File: src/rtl/dif_req_pkg.sv
package dif_req_pkg;

   typedef enum logic {
      PARK_DRIVEN = 1'b0,
      PARK_FLOAT  = 1'b1
   } park_mode_e;

   // Level the true leg holds when a pair freezes in the given mode
   function automatic logic park_level(input logic mode);
      return (mode == PARK_DRIVEN) ? 1'b1 : 1'b0;
   endfunction

   localparam int unsigned MIN_RESUME = 2;
   localparam int unsigned MAX_RESUME = 6;

endpackage

File: src/rtl/dif_req_sync_deb.sv
module dif_req_sync_deb #(
   parameter int unsigned SYNC_STAGES = 2
) (
   input  logic clk,
   input  logic rst_n,
   input  logic req_n_raw,
   output logic req_act
);

   logic [SYNC_STAGES-1:0] chain;
   logic                   last_q;
   logic                   synced;

   assign synced = chain[SYNC_STAGES-1];

   // Synchronizer chain, idle level is high (no request)
   always_ff @(posedge clk or negedge rst_n) begin
      if (!rst_n) begin
         chain <= '1;
      end else begin
         chain <= {chain[SYNC_STAGES-2:0], req_n_raw};
      end
   end

   // Accept a level only when it matched on two consecutive edges
   always_ff @(posedge clk or negedge rst_n) begin
      if (!rst_n) begin
         last_q  <= 1'b1;
         req_act <= 1'b0;
      end else begin
         last_q <= synced;
         if (synced == last_q) begin
            req_act <= ~synced;
         end
      end
   end

endmodule

File: src/rtl/dif_req_group.sv
module dif_req_group #(
   parameter int unsigned NREQ = 2,
   parameter int unsigned NOUT = 8
) (
   input  logic [NREQ-1:0]      req_act,
   input  logic [NREQ*NOUT-1:0] grp_map,
   output logic [NOUT-1:0]      want_stop
);

   always_comb begin
      want_stop = '0;
      for (int j = 0; j < NOUT; j++) begin
         for (int r = 0; r < NREQ; r++) begin
            if (req_act[r] && grp_map[r*NOUT + j]) begin
               want_stop[j] = 1'b1;
            end
         end
      end
   end

endmodule

File: src/rtl/dif_pair_gate.sv
module dif_pair_gate
   import dif_req_pkg::*;
#(
   parameter int unsigned RESUME_LAT = 2
) (
   input  logic clk,
   input  logic rst_n,
   input  logic want,
   input  logic ph_next,
   input  logic drive_mode,
   output logic stop_q,
   output logic t_q,
   output logic c_q,
   output logic oe_q
);

   localparam int unsigned HOLD_DEPTH = RESUME_LAT - 1;

   logic [HOLD_DEPTH-1:0] hist;
   logic                  hold;
   logic                  stop_n;
   logic                  lvl;

   generate
      if (HOLD_DEPTH == 1) begin : g_hist_one
         always_ff @(posedge clk or negedge rst_n) begin
            if (!rst_n) hist <= '0;
            else        hist <= want;
         end
      end else begin : g_hist_shift
         always_ff @(posedge clk or negedge rst_n) begin
            if (!rst_n) hist <= '0;
            else        hist <= {hist[HOLD_DEPTH-2:0], want};
         end
      end
   endgenerate

   always_comb begin
      lvl  = park_level(drive_mode);
      hold = want | (|hist);
      if (stop_q) begin
         stop_n = hold;
      end else begin
         stop_n = want & (ph_next == lvl);
      end
   end

   always_ff @(posedge clk or negedge rst_n) begin
      if (!rst_n) begin
         stop_q <= 1'b0;
         t_q    <= 1'b0;
         c_q    <= 1'b1;
         oe_q   <= 1'b1;
      end else begin
         stop_q <= stop_n;
         if (stop_n) begin
            if (drive_mode == PARK_FLOAT) begin
               t_q  <= 1'b0;
               c_q  <= 1'b0;
               oe_q <= 1'b0;
            end else begin
               t_q  <= 1'b1;
               c_q  <= 1'b0;
               oe_q <= 1'b1;
            end
         end else begin
            t_q  <= ph_next;
            c_q  <= ~ph_next;
            oe_q <= 1'b1;
         end
      end
   end

endmodule

File: src/rtl/dif_req_gate.sv
module dif_req_gate
   import dif_req_pkg::*;
#(
   parameter int unsigned NREQ        = 2,
   parameter int unsigned NOUT        = 8,
   parameter int unsigned SYNC_STAGES = 2,
   parameter int unsigned RESUME_LAT  = 2
) (
   input  logic                 clk,
   input  logic                 rst_n,
   input  logic [NREQ-1:0]      req_n,
   input  logic [NREQ*NOUT-1:0] grp_map,
   input  logic                 drive_mode,
   output logic [NOUT-1:0]      dif_t,
   output logic [NOUT-1:0]      dif_c,
   output logic [NOUT-1:0]      oe_t,
   output logic [NOUT-1:0]      oe_c
);

   generate
      if (NREQ < 1) begin : g_bad_nreq
         $error("dif_req_gate: NREQ must be at least 1");
      end
      if (NOUT < 1) begin : g_bad_nout
         $error("dif_req_gate: NOUT must be at least 1");
      end
      if (SYNC_STAGES < 2) begin : g_bad_sync
         $error("dif_req_gate: SYNC_STAGES must be at least 2");
      end
      if (RESUME_LAT < MIN_RESUME || RESUME_LAT > MAX_RESUME) begin : g_bad_lat
         $error("dif_req_gate: RESUME_LAT out of range 2..6");
      end
   endgenerate

   logic [NREQ-1:0] req_act;
   logic [NOUT-1:0] want_stop;
   logic [NOUT-1:0] stop_q;
   logic [NOUT-1:0] oe_q;
   logic            ph;
   logic            ph_next;

   assign ph_next = ~ph;

   // Shared phase of the running output clock
   always_ff @(posedge clk or negedge rst_n) begin
      if (!rst_n) ph <= 1'b0;
      else        ph <= ph_next;
   end

   genvar gr;
   generate
      for (gr = 0; gr < NREQ; gr++) begin : g_req
         dif_req_sync_deb #(
            .SYNC_STAGES (SYNC_STAGES)
         ) u_deb (
            .clk       (clk),
            .rst_n     (rst_n),
            .req_n_raw (req_n[gr]),
            .req_act   (req_act[gr])
         );
      end
   endgenerate

   dif_req_group #(
      .NREQ (NREQ),
      .NOUT (NOUT)
   ) u_group (
      .req_act   (req_act),
      .grp_map   (grp_map),
      .want_stop (want_stop)
   );

   genvar gj;
   generate
      for (gj = 0; gj < NOUT; gj++) begin : g_pair
         dif_pair_gate #(
            .RESUME_LAT (RESUME_LAT)
         ) u_gate (
            .clk        (clk),
            .rst_n      (rst_n),
            .want       (want_stop[gj]),
            .ph_next    (ph_next),
            .drive_mode (drive_mode),
            .stop_q     (stop_q[gj]),
            .t_q        (dif_t[gj]),
            .c_q        (dif_c[gj]),
            .oe_q       (oe_q[gj])
         );
      end
   endgenerate

   assign oe_t = oe_q;
   assign oe_c = oe_q;

endmodule

File: config.mk
export PLATFORM = sky130hd
export DESIGN_NAME = dif_req_gate
export DESIGN_NICKNAME = d
export VERILOG_FILES = /design/src/rtl/dif_req_pkg.sv /design/src/rtl/dif_req_sync_deb.sv /design/src/rtl/dif_req_group.sv /design/src/rtl/dif_pair_gate.sv /design/src/rtl/dif_req_gate.sv
export SDC_FILE = /design/constraint.sdc
export NUM_CORES = 1
export LEC_CHECK = 0
export BUFFER_PORTS_ARGS = -buffer_cell sky130_fd_sc_hd__buf_2
export CELL_PAD_IN_SITES_DETAIL_PLACEMENT = 0
export CELL_PAD_IN_SITES_GLOBAL_PLACEMENT = 2
export CORE_UTILIZATION = 36
export CTS_CLUSTER_DIAMETER = 60
export DETAILED_ROUTE_END_ITERATION = 6
export PLACE_DENSITY_LB_ADDON = 0.1
export RECOVER_POWER = 25
export SYNTH_ARGS = -nofsm -noshare
export SYNTH_HDL_FRONTEND = slang
export SYNTH_SLANG_ARGS = --single-unit
File: constraint.sdc
create_clock -name clk -period 1.95 [get_ports clk]
set_input_delay 0.2925 -clock clk [delete_from_list [all_inputs] [get_ports clk]]
set_output_delay 0.2925 -clock clk [all_outputs]
set_load 0.01 [all_outputs]
==> results of run 1 <==
## where the power goes
| part | leakage [nW] | internal (mW) | switching [mW] |
|---|---|---|---|
| clock | 0.0542 | 0.321 | 0.329 |
| sequential | 0.529 | 1.16 | 0.0824 |
| combinational | 0.513 | 0.206 | 0.220 |
## sequential cells by signal, indices dropped and copies added (netlist names), 2 cells and up
signal                count
g_pair.u_gate.c_q         8
g_pair.u_gate.hist        8
g_pair.u_gate.oe_q        8
g_pair.u_gate.stop_q      8
g_pair.u_gate.t_q         8
g_req.u_deb.chain         4
g_req.u_deb.last_q        2
g_req.u_deb.req_act       2
## what timing repair did
| item | CTS | global route |
|---|---|---|
| endpoints found under the setup margin | 0 | 0 |
| hold buffers | 1 | 0 |
| hold endpoints to repair | 27 | 0 |
## through the flow
step,hold WS [ps],power [mW]
2_1_floorplan,-3.09,1.63
3_3_place_gp,293,1.68
3_5_place_dp,308,1.69
4_1_cts,71.8,2.36
5_1_grt,66.4,2.46
6_report,88.2,2.31
## cells in the mapped netlist, types with 2 or more instances
cell	n
a21bo_2	4
a21oi_1	6
a22o_2	7
and2_1	3
buf_2	4
buf_4	32
dfrtp_1	27
dfstp_2	22
inv_1	2
mux2i_1	7
nand2_1	22
nor2_1	8
o21a_1	8
o21ai_0	6
o21ai_2	7
o22a_1	3
## layout make-up
class,instances,area share
tap,72,0.0386
clock inverter,1,0.00214
clock buffer,7,0.0413
multi-input combinational,86,0.244
sequential,49,0.537
timing repair buffer,57,0.134
inverter,2,0.00322
## final timing paths
kind	slack, ps	depth (start not counted)	endpoint	from
max	600	3	g_pair[2].u_gate.t_q$_DFF_PN0_	g_req[0].u_deb.req_act$_DFFE_PN0N_
min	90	1	g_req[1].u_deb.chain[0]$_DFF_PN1_	req_n[1]
max reg2reg	600	3	g_pair[2].u_gate.t_q$_DFF_PN0_	g_req[0].u_deb.req_act$_DFFE_PN0N_
min reg2reg	370	0	g_req[1].u_deb.chain[1]$_DFF_PN1_	g_req[1].u_deb.chain[0]$_DFF_PN1_
max in group asynchronous	1100	3	g_pair[7].u_gate.oe_q$_DFF_PN1_	rst_n
min in group asynchronous	560	3	g_pair[6].u_gate.t_q$_DFF_PN0_	rst_n
## worst max-delay path, cell delays in order, from the launching register on
cell and delay [ps]:
dfrtp_1 530, a22o_2 360, o21ai_2 190, mux2i_1 200
## logic make-up after synthesis
family,count (synthesis),synth area share
AO/OA/AOI/OAI,45,0.169
AND/OR/NAND/NOR,33,0.0620
XOR/XNOR,1,0.00413
flip-flops,49,0.591
buffers and inverters,41,0.140
multiplexers,7,0.0331
## routing by layer
layer	vias to the layer above	global-route usage	wire length, um
met1	624	0.178	1690
met5	-	0	0
met4	0	0.0444	45
li1	606	-	-
met2	43	0.235	1940
met3	6	0.0356	193
==> results by group, run 1 <==
Status
  • Status: complete, no violations

Timing
  • Max Fclk: 739 MHz
  • Final Cycle Share: 0.694
  • Min Tclk post-route: 1350 ps
  • Worst Skew: 4.54 ps
  • Finish-stage setup viols: 0
  • Unrepaired setup endpoints after global routing: false
  • Tightest slew margin relative to the limit: 0.709
  • Final Max Tran Viols: 0
  • Worst-Margin Slew: 434 ps
  • Post-route setup TNS: 0 ps
  • Final Hold Viols: 0
  • Setup slack after layout: 597 ps

Logic synthesis
  • Post-Syn Nets: 197
  • Yosys top cell area share: 0.319
  • Post-Syn Area: 0.00212 sq mm
  • Synth area leader: dfrtp_1
  • Synth Instances: 176
  • Async set or reset register ratio after synthesis: 1.00
  • Post-Syn Area per Cell: 12.0 sq um
  • Synth Flop Type: dfrtp_1
  • Seq/Total Area, Yosys: 0.591
  • Synth cell types: 24
  • Synth warn: 0
  • Top area cells in the synthesized netlist: dfrtp_1 (32%), dfstp_2 (27%), buf_4 (11%)
  • #FFs+latches synth: 49
  • EDFF count, synth: 0

Power
  • Max IR drop VDD: 0.000449 V
  • Static leakage power: 1.10 nW
  • PwrDens: 992 mW/mm^2

Worst setup path
  • Critical setup path kind: reg -> reg
  • Crit path launch type: flip-flop
  • WP data arrival: 1580 ps
  • CP Data Required Time: 2180 ps
  • Crit-path max FO: 9
  • CP endpoint kind: flip-flop

Global routing
  • Largest net degree at the start of global routing: 50
  • Initial antenna violation count: 0
  • Wire length of the first global-routing pass: 6.53 mm
  • Gr ovfl total: 0
  • Vias in the first global route: 1360
  • GRT Total Usage: 0.141

Finish
  • Register Area: 0.00125 sq mm
  • Layout area overhead: 10.1%
  • Util after Layout: 0.419
  • Multi-input logic area: 569 sq um
  • Most common cell after layout, fill and taps aside: buf_2
  • Diode count: 0
  • Final net count: 222
  • Fillcell total: 551
  • Proportion of layout cells with a drive suffix above 1: 0.505
  • Layout Cells excl Fill: 274
  • Fin area: 0.00233 sq mm
  • Most frequent cells in the layout: buf_2 (51), dfrtp_1 (27), nand2_1 (22), dfstp_2 (20)

Clock tree
  • Post-CTS setup buffers: 0
  • CTS root buf: clkbuf_8
  • Worst skew pair latency: 300 ps
  • CTS Sinks: 49
  • Clock transition at path regs: 90 ps
  • CTS H-tree depth: 2
  • TritonCTS Buffers: 5
  • Clock Path Buffers: 2
  • CTS resizes: 0
  • CTS tree: built

Hold path
  • Min-delay worst type: in -> reg

Route
  • Routed length per instance: 14.1 um
  • 1st-pass router iterations: 4
  • Via count: 1279
  • Antenna Nets Post-Route: 0
  • Routed wire length: 3.86 mm
  • DR iter-0 viols: 54
  • DRC Markers: 0
  • Vias per cell: 4.67

Floorplan
  • Ports: 53
  • Core ar.: 0.00557 sq mm
  • Die width: 78.7 um
  • FP Rows: 27
  • Die height: 78.7 um
  • Die area: 0.00620 sq mm
  • Initial Util: 0.380

Placed design
  • Post-Place Setup Slack: 601 ps
  • Placed cell area: 0.00222 sq mm
  • Routability Congestion: 0.712
  • Placed Cells incl. Taps: 265
  • HPWL after detailed placement: 2.57 mm
  • Buffers on Ports: 52

Flow run
  • # Max-Cap Violations: 0
(Power assumes the default switching activity.)
==> run 2, diff against run 1 <==
- CORE_UTILIZATION: 36 -> 34
- clock period: 1.95 -> 1.3 ns (I/O delays scaled with it)
==> results by group, run 2 (same netlist as run 1, synthesis figures left out) <==
Route
  • DR iter-0 viols: 40 (-26%)
  • Routed wire length: 3.82 mm (-1.0%)
  • DRC Markers: 0 (unchanged)
  • Antenna Nets Post-Route: 0 (unchanged)
  • Via count: 1294 (+1.2%)
  • 1st-pass router iterations: 4 (unchanged)
  • Vias per cell: 4.59 (-1.7%)
  • Routed length per instance: 13.6 um (-3.8%)

Power
  • Clock network fraction of design power: 0.261 (-0.020)
  • P_sw: 0.935 mW (+48%)
  • PwrDens: 1430 mW/mm^2 (+44%)
  • Total power after layout: 3.44 mW (+48%)
  • Flop pwr share: 0.545 (+0.010)
  • Static leakage power: 1.11 nW (+1.7%)
  • Gate power share: 0.194 (+0.010)
  • Sw Share: 0.272 (-0.000557)
  • Max IR drop VDD: 0.000429 V (-4.5%)
  • Int Pwr: 2.50 mW (+49%)

Worst setup path
  • WP data arrival: 1440 ps (-140 ps)
  • Crit path buf inv count: 0 (unchanged)
  • Crit-path max FO: 9 (unchanged)
  • Crit path max-delay cell type: dfrtp_2
  • CP max stage delay: 500 ps (-30 ps)
  • Crit path launch type: flip-flop
  • CP endpoint kind: flip-flop
  • CP Data Required Time: 1500 ps (-680 ps)
  • Critical setup path kind: reg -> reg
  • Worst path top cell family by delay: compound AO/OA/AOI/OAI gates
  • Crit-path cells: a22o_2 > o21a_1 > o21ai_0

Floorplan
  • Initial Util: 0.356 (-0.0244)
  • Die area: 0.00655 sq mm (+5.7%)
  • Core ar.: 0.00596 sq mm (+6.8%)
  • Die width: 81.0 um (+2.8%)
  • Die height: 81.0 um (+2.8%)
  • Ports: 53 (unchanged)
  • FP Rows: 28 (+3.7%)

Global routing
  • Largest net degree at the start of global routing: 50 (unchanged)
  • Wire length of the first global-routing pass: 6.01 mm (-8.0%)
  • GRT Total Usage: 0.127 (-0.0135)
  • Gr ovfl total: 0 (unchanged)
  • Initial antenna violation count: 0 (unchanged)
  • Vias in the first global route: 1209 (-11%)

Clock tree
  • Worst skew pair latency: 300 ps (about the same)
  • TritonCTS Buffers: 5 (unchanged)
  • Clock transition at path regs: 80 ps (about the same)
  • CTS tree: built
  • CTS root buf: clkbuf_8
  • Clock Path Buffers: 2 (unchanged)
  • CTS H-tree depth: 2 (unchanged)
  • CTS Sinks: 49 (unchanged)

Timing
  • Final Hold Viols: 0 (unchanged)
  • Worst Skew: 5.32 ps (+0.780 ps)
  • Hold_ws: 164 ps (+75.8 ps)
  • Final Max Tran Viols: 0 (unchanged)
  • Tightest slew margin relative to the limit: 0.571 (-0.137)
  • Worst-Margin Slew: 643 ps (+209 ps)
  • Finish-stage setup viols: 0 (unchanged)
  • Final Cycle Share: 0.958 (+0.264)
  • Unrepaired setup endpoints after global routing: true
  • Setup slack after layout: 54.6 ps (-542 ps)
  • Min Tclk post-route: 1250 ps (-108 ps)
  • Max Fclk: 803 MHz (+8.6%)

Finish
  • Diode count: 0 (unchanged)
  • Layout Cells excl Fill: 282 (+2.9%)
  • Layout area overhead: 13.1%
  • Proportion of layout cells with a drive suffix above 1: 0.522 (+0.0168)
  • Final net count: 227 (+2.3%)
  • Most common cell after layout, fill and taps aside: buf_2
  • Most frequent cells in the layout: buf_2 (52), dfrtp_1 (25), nand2_1 (22), dfstp_2 (22)
  • Fin area: 0.00240 sq mm (+2.7%)

Placed design
  • Post-Place Setup Slack: -21.6 ps (-623 ps)
  • Buffers on Ports: 52 (unchanged)
  • Placed cell area: 0.00225 sq mm (+1.2%)
  • HPWL after detailed placement: 2.57 mm (about the same)
  • Placed Cells incl. Taps: 271 (+2.3%)
  • Routability Congestion: 0.694 (-2.4%)

Flow run
  • # Max-Cap Violations: 0 (unchanged)

Status
  • Status: complete, no violations

Hold path
  • Min-delay worst type: in -> reg
## run 2: cell type report
type / count / area (sq um)
sequential: 49 / 1260
tap: 75 / 93.8
inverter: 2 / 7.51
fill: 593 / 3560
clock buffer: 8 / 90.1
multi-input combinational: 86 / 607
timing repair buffer: 62 / 343
## run 2: timing repair
action	in CTS	in global routing
setup buffers	0	0
hold endpoints to repair	29	0
endpoints found under the setup margin	3	9
pin swaps	0	1
hold buffers	3	0
resized for setup	1	7
## run 2: worst paths after layout
path	from	to	slack (ps)	cells after the start
max in group asynchronous	rst_n	g_req[0].u_deb.req_act$_DFFE_PN0N_	270	3
max	g_req[0].u_deb.req_act$_DFFE_PN0N_	g_pair[7].u_gate.oe_q$_DFF_PN1_	50	3
min in group asynchronous	rst_n	g_pair[4].u_gate.t_q$_DFF_PN0_	570	3
max reg2reg	g_req[0].u_deb.req_act$_DFFE_PN0N_	g_pair[7].u_gate.oe_q$_DFF_PN1_	50	3
min reg2reg	g_req[0].u_deb.chain[0]$_DFF_PN1_	g_req[0].u_deb.chain[1]$_DFF_PN1_	360	0
min	grp_map[9]	g_pair[1].u_gate.hist$_DFF_PN0_	160	2
## run 2: routing by layer
layer / up-vias / wire length (um) / track usage
li1: 620 / - / -
met4: 0 / 59 / 0.0536
met1: 632 / 1740 / 0.170
met5: - / 0 / 0
met2: 36 / 1820 / 0.190
met3: 6 / 208 / 0.0393
## run 2: through the flow
step / util / TNS [ps]
after global routing: 0.403 / -64.0
after CTS: 0.398 / 0
after global placement: 0.378 / 0
after detailed placement: 0.378 / -21.6
final: 0.403 / 0
after floorplan: - / 0
## run 2: power groups by stage
stage          Clock, mW  Sequential [mW]  Combinational (mW)
6_report           0.896             1.87               0.666
5_1_grt             1.01             1.90               0.744
4_1_cts            0.947             1.86               0.659
3_5_place_dp           0             1.89               0.649
3_3_place_gp           0             1.88               0.646
2_1_floorplan          0             1.85               0.588
==> run 3, diff against run 2 <==
- CORE_MARGIN: not set -> 2
- CORE_UTILIZATION: 34 -> 35
- CTS_BUF_LIST: not set -> sky130_fd_sc_hd__clkbuf_8
==> results by group, run 3 (same netlist as run 1, synthesis figures left out) <==
Status
  • Status: complete, no violations

Placed design
  • Routability Congestion: 0.743 (+7.0%)
  • Buffers on Ports: 52 (unchanged)
  • HPWL after detailed placement: 2.58 mm (+0.66%)

Floorplan
  • Die width: 81.8 um (+1.1%)
  • Core ar.: 0.00589 sq mm (-1.2%)
  • FP Rows: 28 (unchanged)
  • Die height: 81.8 um (+1.1%)
  • Ports: 53 (unchanged)
  • Die area: 0.00669 sq mm (+2.1%)
  • Initial Util: 0.360 (+0.00424)

Power
  • Max IR drop VDD: 0.000594 V (+38%)
  • Static leakage power: 1.12 nW (+0.83%)
  • PwrDens: 1450 mW/mm^2 (+1.4%)

Timing
  • Worst-Margin Slew: 650 ps (+6.92 ps)
  • Final Cycle Share: 0.981 (+0.0230)
  • Min Tclk post-route: 1280 ps (+29.8 ps)
  • Hold_ws: 167 ps (+2.52 ps)
  • Final Max Tran Viols: 0 (unchanged)
  • Finish-stage setup viols: 0 (unchanged)
  • Worst Skew: 6.52 ps (+1.20 ps)
  • Final Hold Viols: 0 (unchanged)
  • Post-route setup TNS: 0 ps (unchanged)
  • Unrepaired setup endpoints after global routing: true
  • Tightest slew margin relative to the limit: 0.567 (-0.00461)
  • Max Fclk: 784 MHz (-2.3%)

Global routing
  • GRT Total Usage: 0.123 (-0.00456)
  • Gr ovfl total: 0 (unchanged)
  • Largest net degree at the start of global routing: 50 (unchanged)
  • Wire length of the first global-routing pass: 6.04 mm (+0.47%)
  • Initial antenna violation count: 0 (unchanged)
  • Vias in the first global route: 1238 (+2.4%)

Route
  • Routed wire length: 3.75 mm (-2.1%)
  • Routed length per instance: 13.2 um (-2.4%)
  • Via count: 1269 (-1.9%)
  • 1st-pass router iterations: 2 (-2)
  • DR iter-0 viols: 24 (-40%)
  • Vias per cell: 4.48 (-2.3%)
  • DRC Markers: 0 (unchanged)
  • Antenna Nets Post-Route: 0 (unchanged)

Finish
  • Util after Layout: 0.409 (+0.00670)
  • Most frequent cells in the layout: buf_2 (52), dfrtp_1 (25), nand2_1 (22), dfstp_2 (22)
  • Diode count: 0 (unchanged)
  • Layout area overhead: 13.6%
  • Fillcell total: 564 (-4.9%)
  • Proportion of layout cells with a drive suffix above 1: 0.534 (+0.0119)
  • Most common cell after layout, fill and taps aside: buf_2
  • Final net count: 228 (+0.44%)

Worst setup path
  • CP Data Required Time: 1520 ps (+20 ps)
  • RR Endpoint: g_pair[2].u_gate.t_q$_DFF_PN0_
  • Crit-path max FO: 9 (unchanged)
  • CP endpoint kind: flip-flop
  • Critical setup path kind: reg -> reg
  • WP data arrival: 1500 ps (+60 ps)
  • Crit path launch type: flip-flop
  • Reg2Reg Setup Slack: 20 ps (-30 ps)
  • R2r startpoint: g_req[0].u_deb.req_act$_DFFE_PN0N_
  • R2R cell count: 3 (unchanged)

Clock tree
  • Worst skew pair latency: 300 ps (about the same)
  • Clock Path Buffers: 2 (unchanged)
  • TritonCTS Buffers: 5 (unchanged)
  • Clock transition at path regs: 90 ps (about the same)
  • CTS root buf: clkbuf_8
  • Post-CTS setup buffers: 0 (unchanged)
  • CTS Sinks: 49 (unchanged)
  • CTS tree: built
  • CTS H-tree depth: 2 (unchanged)

Hold path
  • HP Start: grp_map[9]
  • Hold depth: 2 (unchanged)
  • Hold Path Sink: g_pair[1].u_gate.hist$_DFF_PN0_
  • Min-delay worst type: in -> reg

Flow run
  • # Max-Cap Violations: 0 (unchanged)
[run 3: changes by cell type in the layout (fill, tap and decap cells not counted), sizes merged]
cell,change
clkbuf,-1
clkinv,+1
buf,+1
[run 3: repair_timing]
action                     CTS  global route
hold buffers                 3             0
hold endpoints to repair    29             0
resized for setup            3             4
setup endpoints to repair    7             9
[run 3: layout make-up]
cell class | count | area (sq um) | share of cell area
sequential | 49 | 1260 | 0.522
multi-input combinational | 86 | 599 | 0.249
timing repair buffer | 63 | 350 | 0.145
clock buffer | 7 | 96.3 | 0.0400
tap | 75 | 93.8 | 0.0390
inverter | 2 | 7.51 | 0.00312
clock inverter | 1 | 5.00 | 0.00208
[run 3: report_power, final]
group	switching (mW)	leakage (nW)	internal, mW
sequential	0.136	0.528	1.74
combinational	0.333	0.541	0.328
clock	0.483	0.0542	0.481
total	0.952	1.12	2.55
[run 3: stage by stage]
step | cell area [sq um] | total power [mW] | setup slack (ps) | cells
final | 2410 | 3.50 | 24.7 | 283
after global routing | 2410 | 3.72 | -52.3 | 283
after CTS | 2400 | 3.54 | 10.9 | 283
after detailed placement | 2260 | 2.54 | -34.8 | 272
after global placement | 2260 | 2.52 | 36.1 | 272
after floorplan | 2120 | 2.44 | 120 | 176
[run 3: critical path, cell delays in order, from the launching register on]
cell     delay (ps)
dfrtp_2         490
a22o_2          340
o21ai_4         160
mux2i_1         210
[run 3: worst max-delay path by stage]
stage / cells past startpoint / from / slack, ps / to
after detailed placement: 3 / g_req[0].u_deb.req_act$_DFFE_PN0N_ / -30 / g_pair[2].u_gate.t_q$_DFF_PN0_
after floorplan: 4 / g_req[0].u_deb.req_act$_DFFE_PN0N_ / 120 / g_pair[2].u_gate.t_q$_DFF_PN0_
after CTS: 3 / g_req[0].u_deb.req_act$_DFFE_PN0N_ / 10 / g_pair[2].u_gate.t_q$_DFF_PN0_
after global routing: 3 / g_req[0].u_deb.req_act$_DFFE_PN0N_ / -50 / g_pair[2].u_gate.t_q$_DFF_PN0_
after global placement: 3 / g_req[0].u_deb.req_act$_DFFE_PN0N_ / 40 / g_pair[4].u_gate.t_q$_DFF_PN0_
final: 3 / g_req[0].u_deb.req_act$_DFFE_PN0N_ / 20 / g_pair[2].u_gate.t_q$_DFF_PN0_
[run 3: routing by layer]
metal / wire [um] / global-route usage / vias up
met2: 1860 / 0.197 / 35
met1: 1640 / 0.154 / 608
li1: - / - / 620
met5: 0 / 0 / -
met4: 54 / 0.0450 / 0
met3: 187 / 0.0407 / 6
